$ cat src/rtl/trig_pkg.sv
// Shared encodings for the trigger combining block.
// Assumes mode and select fields are four bits wide.
package trig_pkg;
    localparam int MODE_W = 4;

    typedef enum logic [MODE_W-1:0] {
        PM_ALWAYS = 4'd0,
        PM_DIG    = 4'd1,
        PM_ANA    = 4'd2,
        PM_RSVD   = 4'd3,
        PM_OR     = 4'd4,
        PM_AND    = 4'd5,
        PM_XOR    = 4'd6,
        PM_NOR    = 4'd7,
        PM_NAND   = 4'd8,
        PM_XNOR   = 4'd9
    } path_mode_e;

    typedef enum logic [MODE_W-1:0] {
        FS_A     = 4'd0,
        FS_B     = 4'd1,
        FS_AORB  = 4'd2,
        FS_AANDB = 4'd3,
        FS_AXORB = 4'd4,
        FS_LA    = 4'd5,
        FS_AORL  = 4'd6,
        FS_BORL  = 4'd7,
        FS_ALL   = 4'd8
    } final_sel_e;

    // Merge the two path terms and the logic-analyzer line; unknown codes give 0.
    function automatic logic final_merge(input logic [MODE_W-1:0] sel,
                                         input logic ta, input logic tb,
                                         input logic tl);
        logic r;
        case (sel)
            FS_A:     r = ta;
            FS_B:     r = tb;
            FS_AORB:  r = ta | tb;
            FS_AANDB: r = ta & tb;
            FS_AXORB: r = ta ^ tb;
            FS_LA:    r = tl;
            FS_AORL:  r = ta | tl;
            FS_BORL:  r = tb | tl;
            FS_ALL:   r = ta | tb | tl;
            default:  r = 1'b0;
        endcase
        return r;
    endfunction
endpackage

$ cat src/rtl/pin_qual.sv
// Synchronizes one external trigger pin and qualifies it with five
// independently enabled conditions; the digital term is their OR.
// Assumes the pin is asynchronous to clk and that SYNC_STAGES >= 2.
module pin_qual #(
    parameter int SYNC_STAGES = 2
) (
    input  logic clk,
    input  logic rst_n,
    input  logic pin,
    input  logic en_fall,
    input  logic en_rise,
    input  logic en_any,
    input  logic en_high,
    input  logic en_low,
    output logic dig
);
    logic [SYNC_STAGES-1:0] sync_q;
    logic                   prev_q;
    logic                   cur;

    assign cur = sync_q[SYNC_STAGES-1];

    // Shift the pin through the synchronizer chain.
    always_ff @(posedge clk) begin
        if (!rst_n) sync_q <= '0;
        else        sync_q <= {sync_q[SYNC_STAGES-2:0], pin};
    end

    // Hold the previous synchronized level for edge detection.
    always_ff @(posedge clk) begin
        if (!rst_n) prev_q <= 1'b0;
        else        prev_q <= cur;
    end

    // OR of all enabled edge and level conditions.
    always_comb begin
        dig = (en_rise & cur & ~prev_q)
            | (en_fall & ~cur & prev_q)
            | (en_any & (cur ^ prev_q))
            | (en_high & cur)
            | (en_low & ~cur);
    end
endmodule

$ cat src/rtl/path_combine.sv
// Forms one path's trigger term from a digital and an analog term under
// a four-bit mode code. Assumes unused codes should never trigger.
module path_combine
    import trig_pkg::*;
(
    input  logic [MODE_W-1:0] mode,
    input  logic              dig,
    input  logic              ana,
    output logic              trig
);
    // Decode the mode into the path term.
    always_comb begin
        case (mode)
            PM_ALWAYS: trig = 1'b1;
            PM_DIG:    trig = dig;
            PM_ANA:    trig = ana;
            PM_OR:     trig = dig | ana;
            PM_AND:    trig = dig & ana;
            PM_XOR:    trig = dig ^ ana;
            PM_NOR:    trig = ~(dig | ana);
            PM_NAND:   trig = ~(dig & ana);
            PM_XNOR:   trig = ~(dig ^ ana);
            default:   trig = 1'b0;
        endcase
    end
endmodule

$ cat src/rtl/holdoff_timer.sv
// Down-counter that reloads on each trigger event and reports busy while
// nonzero. Assumes the holdoff value is held stable by the caller.
module holdoff_timer #(
    parameter int HOLD_W = 32
) (
    input  logic              clk,
    input  logic              rst_n,
    input  logic              load,
    input  logic [HOLD_W-1:0] holdoff,
    output logic              busy
);
    logic [HOLD_W-1:0] cnt_q;

    // Reload on an event, otherwise count down to zero.
    always_ff @(posedge clk) begin
        if (!rst_n)            cnt_q <= '0;
        else if (load)         cnt_q <= holdoff;
        else if (cnt_q != '0)  cnt_q <= cnt_q - 1'b1;
    end

    assign busy = (cnt_q != '0);
endmodule

$ cat src/rtl/trig_gate.sv
// Qualifies the merged condition with the holdoff state and registers the
// trigger output and the sticky flag. Assumes streaming is level-controlled.
module trig_gate (
    input  logic clk,
    input  logic rst_n,
    input  logic raw,
    input  logic busy,
    input  logic streaming,
    input  logic clr_flag,
    output logic evt,
    output logic trig_out,
    output logic trig_flag
);
    assign evt = raw & ~busy;

    // Output follows events, or latches them while streaming.
    always_ff @(posedge clk) begin
        if (!rst_n)         trig_out <= 1'b0;
        else if (streaming) trig_out <= trig_out | evt;
        else                trig_out <= evt;
    end

    // Sticky flag: set by an event, cleared on request, set wins.
    always_ff @(posedge clk) begin
        if (!rst_n) trig_flag <= 1'b0;
        else        trig_flag <= (trig_flag & ~clr_flag) | evt;
    end
endmodule

$ cat src/rtl/trig_combine.sv
// Top of the trigger combining block: per-pin qualification, per-path
// combining, final merge, holdoff and output registers.
// Assumes configuration inputs are quasi-static and analog/LA inputs are
// already synchronous to clk.
module trig_combine
    import trig_pkg::*;
#(
    parameter int N_PINS      = 2,
    parameter int SYNC_STAGES = 2,
    parameter int HOLD_W      = 32
) (
    input  logic              clk,
    input  logic              rst_n,
    input  logic [N_PINS-1:0] pin_in,
    input  logic              ana_a,
    input  logic              ana_b,
    input  logic              la_trig,
    input  logic [N_PINS-1:0] en_fall,
    input  logic [N_PINS-1:0] en_rise,
    input  logic [N_PINS-1:0] en_any,
    input  logic [N_PINS-1:0] en_high,
    input  logic [N_PINS-1:0] en_low,
    input  logic [MODE_W-1:0] mode_a,
    input  logic [MODE_W-1:0] mode_b,
    input  logic [MODE_W-1:0] final_sel,
    input  logic [HOLD_W-1:0] holdoff,
    input  logic              streaming,
    input  logic              clr_flag,
    output logic              trig_out,
    output logic              trig_flag
);
    localparam int N_PATHS = N_PINS;

    logic [N_PINS-1:0]       dig;
    logic [N_PATHS-1:0]      ana_vec;
    logic [N_PATHS-1:0]      path_trig;
    logic [MODE_W-1:0]       mode_vec [N_PATHS];
    logic                    raw;
    logic                    evt;
    logic                    hold_busy;

    assign ana_vec     = {ana_b, ana_a};
    assign mode_vec[0] = mode_a;
    assign mode_vec[1] = mode_b;

    // One qualifier per pin.
    for (genvar i = 0; i < N_PINS; i++) begin : g_pin
        pin_qual #(.SYNC_STAGES(SYNC_STAGES)) u_pin (
            .clk     (clk),
            .rst_n   (rst_n),
            .pin     (pin_in[i]),
            .en_fall (en_fall[i]),
            .en_rise (en_rise[i]),
            .en_any  (en_any[i]),
            .en_high (en_high[i]),
            .en_low  (en_low[i]),
            .dig     (dig[i])
        );
    end

    // One combiner per path; path i pairs pin i with channel i.
    for (genvar p = 0; p < N_PATHS; p++) begin : g_path
        path_combine u_path (
            .mode (mode_vec[p]),
            .dig  (dig[p]),
            .ana  (ana_vec[p]),
            .trig (path_trig[p])
        );
    end

    assign raw = final_merge(final_sel, path_trig[0], path_trig[1], la_trig);

    holdoff_timer #(.HOLD_W(HOLD_W)) u_hold (
        .clk     (clk),
        .rst_n   (rst_n),
        .load    (evt),
        .holdoff (holdoff),
        .busy    (hold_busy)
    );

    trig_gate u_gate (
        .clk       (clk),
        .rst_n     (rst_n),
        .raw       (raw),
        .busy      (hold_busy),
        .streaming (streaming),
        .clr_flag  (clr_flag),
        .evt       (evt),
        .trig_out  (trig_out),
        .trig_flag (trig_flag)
    );
endmodule

$ cat config.mk
export PLATFORM = sky130hd
export DESIGN_NAME = trig_combine
export DESIGN_NICKNAME = d
export VERILOG_FILES = /design/src/rtl/trig_pkg.sv /design/src/rtl/pin_qual.sv /design/src/rtl/path_combine.sv /design/src/rtl/holdoff_timer.sv /design/src/rtl/trig_gate.sv /design/src/rtl/trig_combine.sv
export SDC_FILE = /design/constraint.sdc
export NUM_CORES = 1
export LEC_CHECK = 0
export BUFFER_PORTS_ARGS = -buffer_cell sky130_fd_sc_hd__buf_4
export CAP_MARGIN = 0
export CORE_UTILIZATION = 33
export CTS_CLUSTER_SIZE = 24
export DETAILED_ROUTE_END_ITERATION = 7
export SLEW_MARGIN = 20
export SYNTH_ARGS = -nofsm -noshare
export SYNTH_HDL_FRONTEND = slang
export SYNTH_HIERARCHICAL = 1
export SYNTH_SLANG_ARGS = --single-unit
$ cat constraint.sdc
create_clock -name clk -period 4.5 [get_ports clk]
set_input_delay 0.225 -clock clk [delete_from_list [all_inputs] [get_ports clk]]
set_output_delay 0.225 -clock clk [all_outputs]
set_load 0.005 [all_outputs]
# [Yosys cells after proc, flatten, opt, wreduce, memory -nomap -nowiden]
# Cells that the tools add are included.
[word_totals] ram_bits=0 mem_bits_ro=0 latch_bits=0 in_bits=63 output_inout_bits=2 memories=0 reg_bits=40 wordCells=95
[op_classes] n_addsub=1 bitwise=52 n_eq_ne=24 muxes=6 n_mul=0 order_cmp=0 div=0 n_reduce_logical=5 shift=0
[op_table] op="two-way mux 32 bit" count=2
[op_table] op="== test 4 x 3 -> 1 bit, second input constant" count=12
[op_table] op="nonzero test 32 bit" count=1
[op_table] op="subtractor 32 x 1 -> 32 bit, second input constant" count=1
[op_table] op="case mux 1 bit (9 select lines)" count=3
[op_table] op="== test 4 bit, second input constant" count=5
[op_table] op="bitwise AND 1 bit" count=19
[op_table] op="== test 4 x 2 -> 1 bit, second input constant" count=4
[op_table] op="OR 1 bit" count=16
[op_table] op="== test 4 x 1 -> 1 bit, second input constant" count=3
[op_table] op="zero test 4 bit" count=3
[op_table] op="inverter 1 bit" count=12
[op_table] op="bitwise XOR 1 bit" count=5
[op_table] op="nonzero test 2 bit" count=1
[op_table] op="two-way mux 1 bit" count=1

# [Depth between registers and ports, before layout]
# Gate-level depths: netlist (run 1).
[depth] ltp_word=16 depth_mapped=20 ltp_nobuf=19

# [Hierarchy]
# The synthesis (run 1) kept the hierarchy.
[by_module_without_submodules] module="holdoff_timer" cells_each=216 seq_area_each_um2=640.6 n_inst=1 area_per_inst_um2=1831.8
[by_module_without_submodules] module="path_combine" cells_each=17 seq_area_each_um2=0.0 n_inst=2 area_per_inst_um2=107.6
[by_module_without_submodules] module="pin_qual" cells_each=11 seq_area_each_um2=60.1 n_inst=2 area_per_inst_um2=107.6
[by_module_without_submodules] module="trig_combine" cells_each=18 seq_area_each_um2=0.0 n_inst=1 area_per_inst_um2=125.1
[by_module_without_submodules] module="trig_gate" cells_each=8 seq_area_each_um2=40.0 n_inst=1 area_per_inst_um2=90.1

# [Worst setup path before layout (run 1)]
# No wires, ideal clock.
[synth_timing] kind="reg-to-reg" start="reg g_pin[1].u_pin.prev_q" end="reg u_hold.cnt_q[1]" t_required_ns=4.383 stages_incl_launch_ff=18 setup_ns=0.117 setup_slack_ns=1.038 n_path_buf=2 t_arrival_ns=3.345 period_less_slack_ns=3.462 cell_sequence="dfxtp_1 o21bai_1 a32oi_1 inv_1 ha_1 nor3_1 o31a_1 a211oi_1 inv_1 ha_1 o311ai_0 o211ai_1 nand2b_4 inv_1 clkbuf_1 and2_1 clkbuf_1 a22o_1"
[synth_via] elab_chain_cells=14 word_cells_on_any_way=25 cone_classes="3 x mux; 21 x bitwise; 1 x reduce/logical"
[synth_rtl] item="start: declaration" line_no="pin_qual.sv:18" rtl="logic prev_q;"
[synth_rtl] item="start signal: assignment" line_no="pin_qual.sv:32" rtl="else prev_q <= cur;"
[synth_rtl] item="inverter 1 bit" line_no="pin_qual.sv:37" rtl="dig = (en_rise & cur & ~prev_q)"
[synth_rtl] item="bitwise AND 1 bit" line_no="pin_qual.sv:37"
[synth_rtl] item="OR 1 bit" line_no="pin_qual.sv:38" rtl="| (en_fall & ~cur & prev_q)"
[synth_rtl] item="OR 1 bit (*)" line_no="pin_qual.sv:39" rtl="| (en_any & (cur ^ prev_q))"
[synth_rtl] item="OR 1 bit (*)" line_no="pin_qual.sv:40" rtl="| (en_high & cur)"
[synth_rtl] item="OR 1 bit (*)" line_no="pin_qual.sv:41" rtl="| (en_low & ~cur);"
[synth_rtl] item="via dig[1]" line_no="trig_combine.sv:34" rtl="logic [N_PINS-1:0] dig;"
[synth_rtl] item="bitwise XOR 1 bit (tied with other cells)" line_no="path_combine.sv:19, path_combine.sv:22"
[synth_rtl] item="(+2 left out)"
[synth_rtl] item="via path_trig[1]" line_no="trig_combine.sv:36" rtl="logic [N_PATHS-1:0] path_trig;"
[synth_rtl] item="OR 1 bit" line_no="trig_pkg.sv:39, trig_pkg.sv:45"
[synth_rtl] item="OR 1 bit" line_no="trig_pkg.sv:45" rtl="FS_ALL: r = ta | tb | tl;"
[synth_rtl] item="case mux 1 bit (9 select lines) (*)" line_no="trig_pkg.sv:36" rtl="case (sel)"
[synth_rtl] item="via raw" line_no="trig_combine.sv:38" rtl="logic raw;"
[synth_rtl] item="bitwise AND 1 bit (*)" line_no="trig_gate.sv:14" rtl="assign evt = raw & ~busy;"
[synth_rtl] item="via evt" line_no="trig_combine.sv:39" rtl="logic evt;"
[synth_rtl] item="two-way mux 32 bit / nonzero test 2 bit (equally long branches)"
[synth_rtl] item="end signal: assignment" line_no="holdoff_timer.sv:17" rtl="else if (load) cnt_q <= holdoff;"
[synth_rtl] item="end signal: assignment" line_no="holdoff_timer.sv:18" rtl="else if (cnt_q != '0) cnt_q <= cnt_q - 1'b1;"
[synth_rtl] item="end: declaration" line_no="holdoff_timer.sv:12" rtl="logic [HOLD_W-1:0] cnt_q;"
# The timed path passes the listed nets; every way through them passes the cells marked *.
# A chain may end at the register's enable or synchronous reset.

# [Worst setup path after layout (run 1)]
[layout_timing] start="reg g_pin[0].u_pin.prev_q" end="reg u_hold.cnt_q[21]"
[layout_via] elab_chain_cells=14 word_cells_on_any_way=25 cone_classes="3 x mux; 21 x bitwise; 1 x reduce/logical"
[layout_rtl] item="start: declaration" line_no="pin_qual.sv:18"
[layout_rtl] item="start signal: assignment" line_no="pin_qual.sv:32"
[layout_rtl] item="inverter 1 bit" line_no="pin_qual.sv:37"
[layout_rtl] item="bitwise AND 1 bit" line_no="pin_qual.sv:37"
[layout_rtl] item="OR 1 bit" line_no="pin_qual.sv:38"
[layout_rtl] item="OR 1 bit (*)" line_no="pin_qual.sv:39"
[layout_rtl] item="OR 1 bit (*)" line_no="pin_qual.sv:40"
[layout_rtl] item="OR 1 bit (*)" line_no="pin_qual.sv:41"
[layout_rtl] item="via dig[0]" line_no="trig_combine.sv:34"
[layout_rtl] item="bitwise XOR 1 bit (tied with other cells)" line_no="path_combine.sv:19, path_combine.sv:22"
[layout_rtl] item="(+2 left out)"
[layout_rtl] item="via path_trig[0]" line_no="trig_combine.sv:36"
[layout_rtl] item="OR 1 bit" line_no="trig_pkg.sv:39, trig_pkg.sv:45"
[layout_rtl] item="OR 1 bit" line_no="trig_pkg.sv:45"
[layout_rtl] item="case mux 1 bit (9 select lines) (*)" line_no="trig_pkg.sv:36"
[layout_rtl] item="via raw" line_no="trig_combine.sv:38"
[layout_rtl] item="bitwise AND 1 bit (*)" line_no="trig_gate.sv:14"
[layout_rtl] item="via evt" line_no="trig_combine.sv:39"
[layout_rtl] item="two-way mux 32 bit / nonzero test 2 bit (equally long branches)"
# Marked as above.

==> metrics.txt, run 1 <==
initial antenna violation count 0; Die Wd 88.6 um; switching pwr 0.000826 W; syn avg cell area 8.31 um^2; VDD IR max 320 uV; grt total ovfl 0; largest net degree at the start of global routing 24; sum of net half-perimeters after detailed placement 4370 um; Post-synth EDFFs 0; Max Clock Freq 256 MHz; Post-Syn Area 2480 um^2; asr flop ratio synth 0%; final core occ 43.4%; core area 7250 um^2; CP peak stage delay 0.32 ns; worst skew pair latency 0.30 ns; RSZ-0062 raised after global routing no; CTS Root Cell clkbuf_8; YS warnings 6; Max Slew Vio Count 0; Tightest Pin Transition 0.743 ns; IO Pins 65; leakage power 1.29 nW; cell count after synthesis 298; part of the power in registers 31.3%; hold depth 2; Final WS setup 0.592 ns; switch share 43.9%; Die Ht 88.6 um; synth top area cells dfxtp_1, xnor2_1, nand2_1; first drt pass iteration count 4; R2R Path Start g_pin[0].u_pin/prev_q; Syn Nets 368; worst-path fanout max 15; crit path DAT 4.13 ns; H-tree depth 2; first-pass GRT wire length 9110 um; Tcrit/Tclk final 86.8%; via-per-instance ratio 4.89; Post-CTS Setup Repair Bufs 0; delay-heaviest family, CP compound AO/OA/AOI/OAI gates; Slew HR 50.2%; Fin. Hold Viols 0; Routed WL per cell 12.3 um; Max-Cap Viols 0; area grow syn2layout 27.1%; Synth cell types 55; CP startpoint kind flip-flop; port buffer count 64; status finished, final reports clean; power density over cell area 598 nW/um^2; final WL 5700 um; CTS buffer count 5; min Tclk post-route 3.91 ns; Top FF cell, synth dfxtp_1; hold path start pin_in[0]; die area 7860 um^2; Place WS 0.389 ns; Post-route DRC 0; Reg-to-Reg End u_hold/cnt_q[21]; Seq/Total Area, Yosys 32.3%; Max Clock Skew 0.00553 ns; CP Class flip-flop to flip-flop; GRT Total Usage 15.1%; Final Power 0.00188 W; Nets 432; Hold EP g_pin[0].u_pin/sync_q[0]; Initial Util 34.2%; Worst EP required 4.72 ns; Pint 0.00106 W; R2R cell count 17; clock slew at reported path FFs 0.08 ns; Fin Setup TNS 0 ns; #FFs+latches synth 40; cell row count 31; CTS tree yes; Final ANT Viol Nets 0; Ant. Diodes 0; Starting DRT DRC Count 73; # setup viols final 0; CP Cell Sequence o21bai_1, a32oi_1, inv_1, ha_1, nor3_1, o31a_1, a211oi_1, inv_1, ha_1, o311ai_0, o211ai_1, nand2b_4, inv_1, buf_4, nor2b_1, nand2_2, o21ai_0; placed cell area 3050 um^2; CTS Hold Bufs 0; Clk pwr share 13.2%; critical path capture point type flip-flop; vias in the first global route 2,011; Finished Cell Area 3150 um^2; hold crit path type primary input to flip-flop; CP max-delay cell a211oi_1; Sink Count 40; Buf/Inv on CP 4; most used cell, CP inv_1; Max clock buf depth 2; Via Count 2,260; Synth top area share 32.3%; share of cells above drive strength 1 27.3%; Logic pwr share 55.5%; flop2flop setup slack 0.59 ns; Synth area leader dfxtp_1; Placer Congestion 0.760
-- registers in the layout (all words and copies together) (netlist names) --
| register | count |
|---|---|
| g_pin.u_pin/prev_q | 2 |
| g_pin.u_pin/sync_q | 4 |
| u_gate/trig_flag | 1 |
| u_gate/trig_out | 1 |
| u_hold/cnt_q | 32 |
-- synthesized netlist by cell type, drive strengths merged (2+ instances only) --
cell,count
and3,2
nand3,4
nor3,17
nor4b,2
xnor2,20
a21boi,3
a211oi,5
nand4,2
nor4,11
nor3b,2
dfxtp,40
nand2b,3
xor2,3
or3,4
nor2,22
a21oi,14
o31a,2
nor2b,5
and2,12
nand2,36
o21ai,28
ha,7
o221ai,2
inv,16
mux2i,6
o31ai,6
clkbuf,7
o21bai,2
or4,3
buf,2
a32oi,2
-- cell type report --
cell class / count / area [um^2]
clock buffer: 6 / 82.6
fill: 754 / 4110
timing repair buffer: 66 / 495
sequential: 40 / 801
clock inverter: 2 / 10.0
multi-input combinational: 233 / 1580
inverter: 16 / 60.1
tap: 99 / 124
-- power by group through the flow --
stage | logic, W | clock network (W) | registers [W]
after floorplan | 0.000869 | 0 | 0.000572
after global placement | 0.00104 | 0 | 0.000593
after detailed placement | 0.00105 | 0 | 0.000595
after CTS | 0.00106 | 0.000259 | 0.000588
after global routing | 0.00117 | 0.000273 | 0.000607
final | 0.00105 | 0.000249 | 0.000589
-- repair_timing --
item | in CTS | in global routing
endpoints found under the hold margin | 0 | 0
endpoints found under the setup margin | 0 | 6
gates resized for setup | 0 | 1
-- metal layers --
metal / up-vias / wire, um / global-route usage, %
met3: 8 / 321 / 3.17
met2: 57 / 2480 / 24.3
met5: - / 0 / 0
met4: 0 / 66 / 4.40
li1: 1186 / - / -
met1: 1009 / 2830 / 20.2
-- logic make-up after synthesis --
| logic type | Yosys count | share of synthesized area [%] |
|---|---|---|
| buffers and inverters | 25 | 4.29 |
| multiplexers | 6 | 2.42 |
| XOR/XNOR | 23 | 8.13 |
| adder cells (fa/ha/maj) | 7 | 3.54 |
| AO/OA/AOI/OAI | 72 | 18.5 |
| AND/OR/NAND/NOR | 125 | 30.8 |
| flip-flops | 40 | 32.3 |
-- layout by cell type (no fill, tap or decap), types with 6 or more instances in the layout --
| cell | netlist | routed |
|---|---|---|
| xnor2_1 | 20 | 20 |
| mux2i_1 | 6 | 6 |
| ha_1 | 7 | 7 |
| inv_1 | 14 | 14 |
| buf_4 | 1 | 66 |
| nor3_1 | 12 | 12 |
| and2_1 | 12 | 12 |
| nor2_1 | 22 | 22 |
| o31ai_1 | 6 | 6 |
| a21oi_1 | 14 | 14 |
| clkbuf_8 | 0 | 6 |
| o21ai_0 | 12 | 12 |
| o21ai_1 | 16 | 16 |
| dfxtp_1 | 40 | 40 |
| nand2_1 | 34 | 34 |
-- worst max path at each step --
stage                           from               end  slack (ns)  cells after the start
2_1_floorplan  g_pin[1].u_pin/prev_q   u_hold/cnt_q[1]        1.04                     17
3_3_place_gp   g_pin[1].u_pin/prev_q  u_hold/cnt_q[24]        0.47                     18
5_1_grt        g_pin[0].u_pin/prev_q  u_hold/cnt_q[21]        0.09                     17
6_report       g_pin[0].u_pin/prev_q  u_hold/cnt_q[21]        0.59                     17
4_1_cts        g_pin[1].u_pin/prev_q  u_hold/cnt_q[21]        0.33                     17
3_5_place_dp   g_pin[1].u_pin/prev_q  u_hold/cnt_q[21]        0.39                     17
-- stage by stage --
stage	hold slack, ns	cells
4_1_cts	0.118	462
3_5_place_dp	0.425	454
2_1_floorplan	0.334	298
6_report	0.125	462
3_3_place_gp	0.415	454
5_1_grt	0.124	462
-- worst reg2reg max path: stages (launching register included) --
cell and delay, ns:
dfxtp_1 0.31, o21bai_1 0.14, a32oi_1 0.29, inv_1 0.08, ha_1 0.30, nor3_1 0.05, o31a_1 0.26, a211oi_1 0.32
inv_1 0.13, ha_1 0.30, o311ai_0 0.31, o211ai_1 0.17, nand2b_4 0.11, inv_1 0.15, buf_4 0.21, nor2b_1 0.22
nand2_2 0.25, o21ai_0 0.22
Power figures use the tool's default switching activity.
==> run 2: changes to the inputs <==
- CORE_UTILIZATION: 33 -> 25
==> metrics.txt, run 2 (synthesis gave the netlist of run 1 again) <==
status finished, final reports clean; largest net degree at the start of global routing 24; first-pass GRT wire length 10,100 um; max reg flops 32; cell row count 35; Die Ht 102 um; most common cell after layout, fill and taps aside buf_4; Buf/Inv on CP 3; R2R cell count 18; Tcrit/Tclk final 89.2%; GRT Total Usage 12.5%; Sink Count 40; Final ANT Viol Nets 0; IO Pins 65; Most flops, register u_hold/cnt_q; most frequent cells in the layout buf_4, dfxtp_1, nand2_1; port buffer count 64; critical path capture point type flip-flop; die area 10,300 um^2; CP Class flip-flop to flip-flop; delay-heaviest family, CP compound AO/OA/AOI/OAI gates; final core occ 34.0%; worst-path fanout max 12; grt total ovfl 0; Fin. Hold Viols 0; Starting DRT DRC Count 86; share of cells above drive strength 1 27.0%; first drt pass iteration count 6; leakage power 1.29 nW; top flop regs u_hold/cnt_q x32, g_pin.u_pin/sync_q x4, g_pin.u_pin/prev_q x2; Via Count 2,295; CTS tree yes; Slew HR 48.4%; Max clock buf depth 2; min Tclk post-route 4.02 ns; CTS resizes 0; Routed WL per cell 12.6 um; VDD IR max 250 uV; vias in the first global route 2,157; Max-Cap Viols 0; hold depth 3; # setup viols final 0; CTS Root Cell clkbuf_8; Post-CTS Setup Repair Bufs 0; Max Clock Skew 0.0108 ns; RSZ-0062 raised after global routing no; Tightest Pin Transition 0.771 ns; area grow syn2layout 29.1%; Die Wd 102 um; critical path depth in cells 18; clock slew at reported path FFs 0.09 ns; Hold Slack 0.120 ns; hold crit path type primary input to flip-flop; Post-route DRC 0; Nets 432; initial antenna violation count 0; Finished Cell Area 3200 um^2; CTS Hold Bufs 0; CP Cell Sequence o21bai_1, a32oi_1, inv_1, ha_1, nor3_1, o31a_1, a211oi_1, ha_1, mux2i_1, nor4b_1, a21oi_1, o211ai_1, nand2b_4, inv_1, and2_1, buf_4, nand2_1, o21ai_1; crit path DAT 4.24 ns; worst skew pair latency 0.30 ns; CP max-delay cell a211oi_1; final WL 6220 um; CP startpoint kind flip-flop; core area 9420 um^2; CTS buffer count 5; Placer Congestion 0.778; placed cell area 3090 um^2; sum of net half-perimeters after detailed placement 4820 um; Max Clock Freq 249 MHz; via-per-instance ratio 4.66; Initial Util 26.3%; H-tree depth 2; Worst EP required 4.73 ns; Ant. Diodes 0; Max Slew Vio Count 0; power density over cell area 607 nW/um^2; CP peak stage delay 0.52 ns; Fin Setup TNS 0 ns
==> run 2: cell types whose count changed in the layout (fill, tap and decap cells not counted), sizes merged <==
cell      previous run  this run
bufinv               0         1
clkinvlp             0         1
clkbuf               6         5
clkinv               2         1
==> run 2: metal layers <==
metal | share of wire, % | track usage (%) | wire length [um]
met4 | 0.98 | 3.46 | 61
met3 | 7.4 | 3.04 | 457
met1 | 47 | 16.4 | 2930
met2 | 44 | 20.4 | 2760
met5 | 0 | 0 | 0
==> run 2: final timing paths <==
kind	from	slack, ns	endpoint
hold / removal	holdoff[13]	0.12	u_hold/cnt_q[13]
setup reg to reg	g_pin[1].u_pin/prev_q	0.48	u_hold/cnt_q[29]
hold reg to reg	g_pin[0].u_pin/sync_q[0]	0.44	g_pin[0].u_pin/sync_q[1]
setup / recovery	g_pin[1].u_pin/prev_q	0.48	u_hold/cnt_q[29]
==> run 2: worst register-to-register path: cells and delay by family, from the launching register on <==
family / cells / cell delay (ns)
AOI/OAI and AO/OA: 7 / 1.55
buffers and inverters: 3 / 0.47
and+or+nand+nor: 5 / 0.97
adders and majority gates: 2 / 0.56
DFF: 1 / 0.31
muxes: 1 / 0.07
==> run 2: cell type report <==
cell class | instances | area [um^2]
Inverter | 16 | 60.1
Multi-Input combinational cell | 233 | 1570
Tap cell | 129 | 161
Sequential cell | 40 | 801
Timing Repair Buffer | 66 | 495
Clock inverter | 3 | 42.5
Fill cell | 989 | 6220
Clock buffer | 5 | 68.8
==> run 2: power breakdown <==
group          switching [W]  internal, W
Clock               0.000133     0.000164
Combinational       0.000586     0.000470
Sequential          0.000125     0.000464
==> run 2: stage by stage <==
| step | power (W) | cells | setup WS, ns |
|---|---|---|---|
| 6_report | 0.00194 | 492 | 0.484 |
| 3_3_place_gp | 0.00164 | 484 | 0.659 |
| 3_5_place_dp | 0.00165 | 484 | 0.523 |
| 5_1_grt | 0.00211 | 492 | 0.0958 |
| 4_1_cts | 0.00196 | 492 | 0.476 |
| 2_1_floorplan | 0.00144 | 298 | 1.04 |
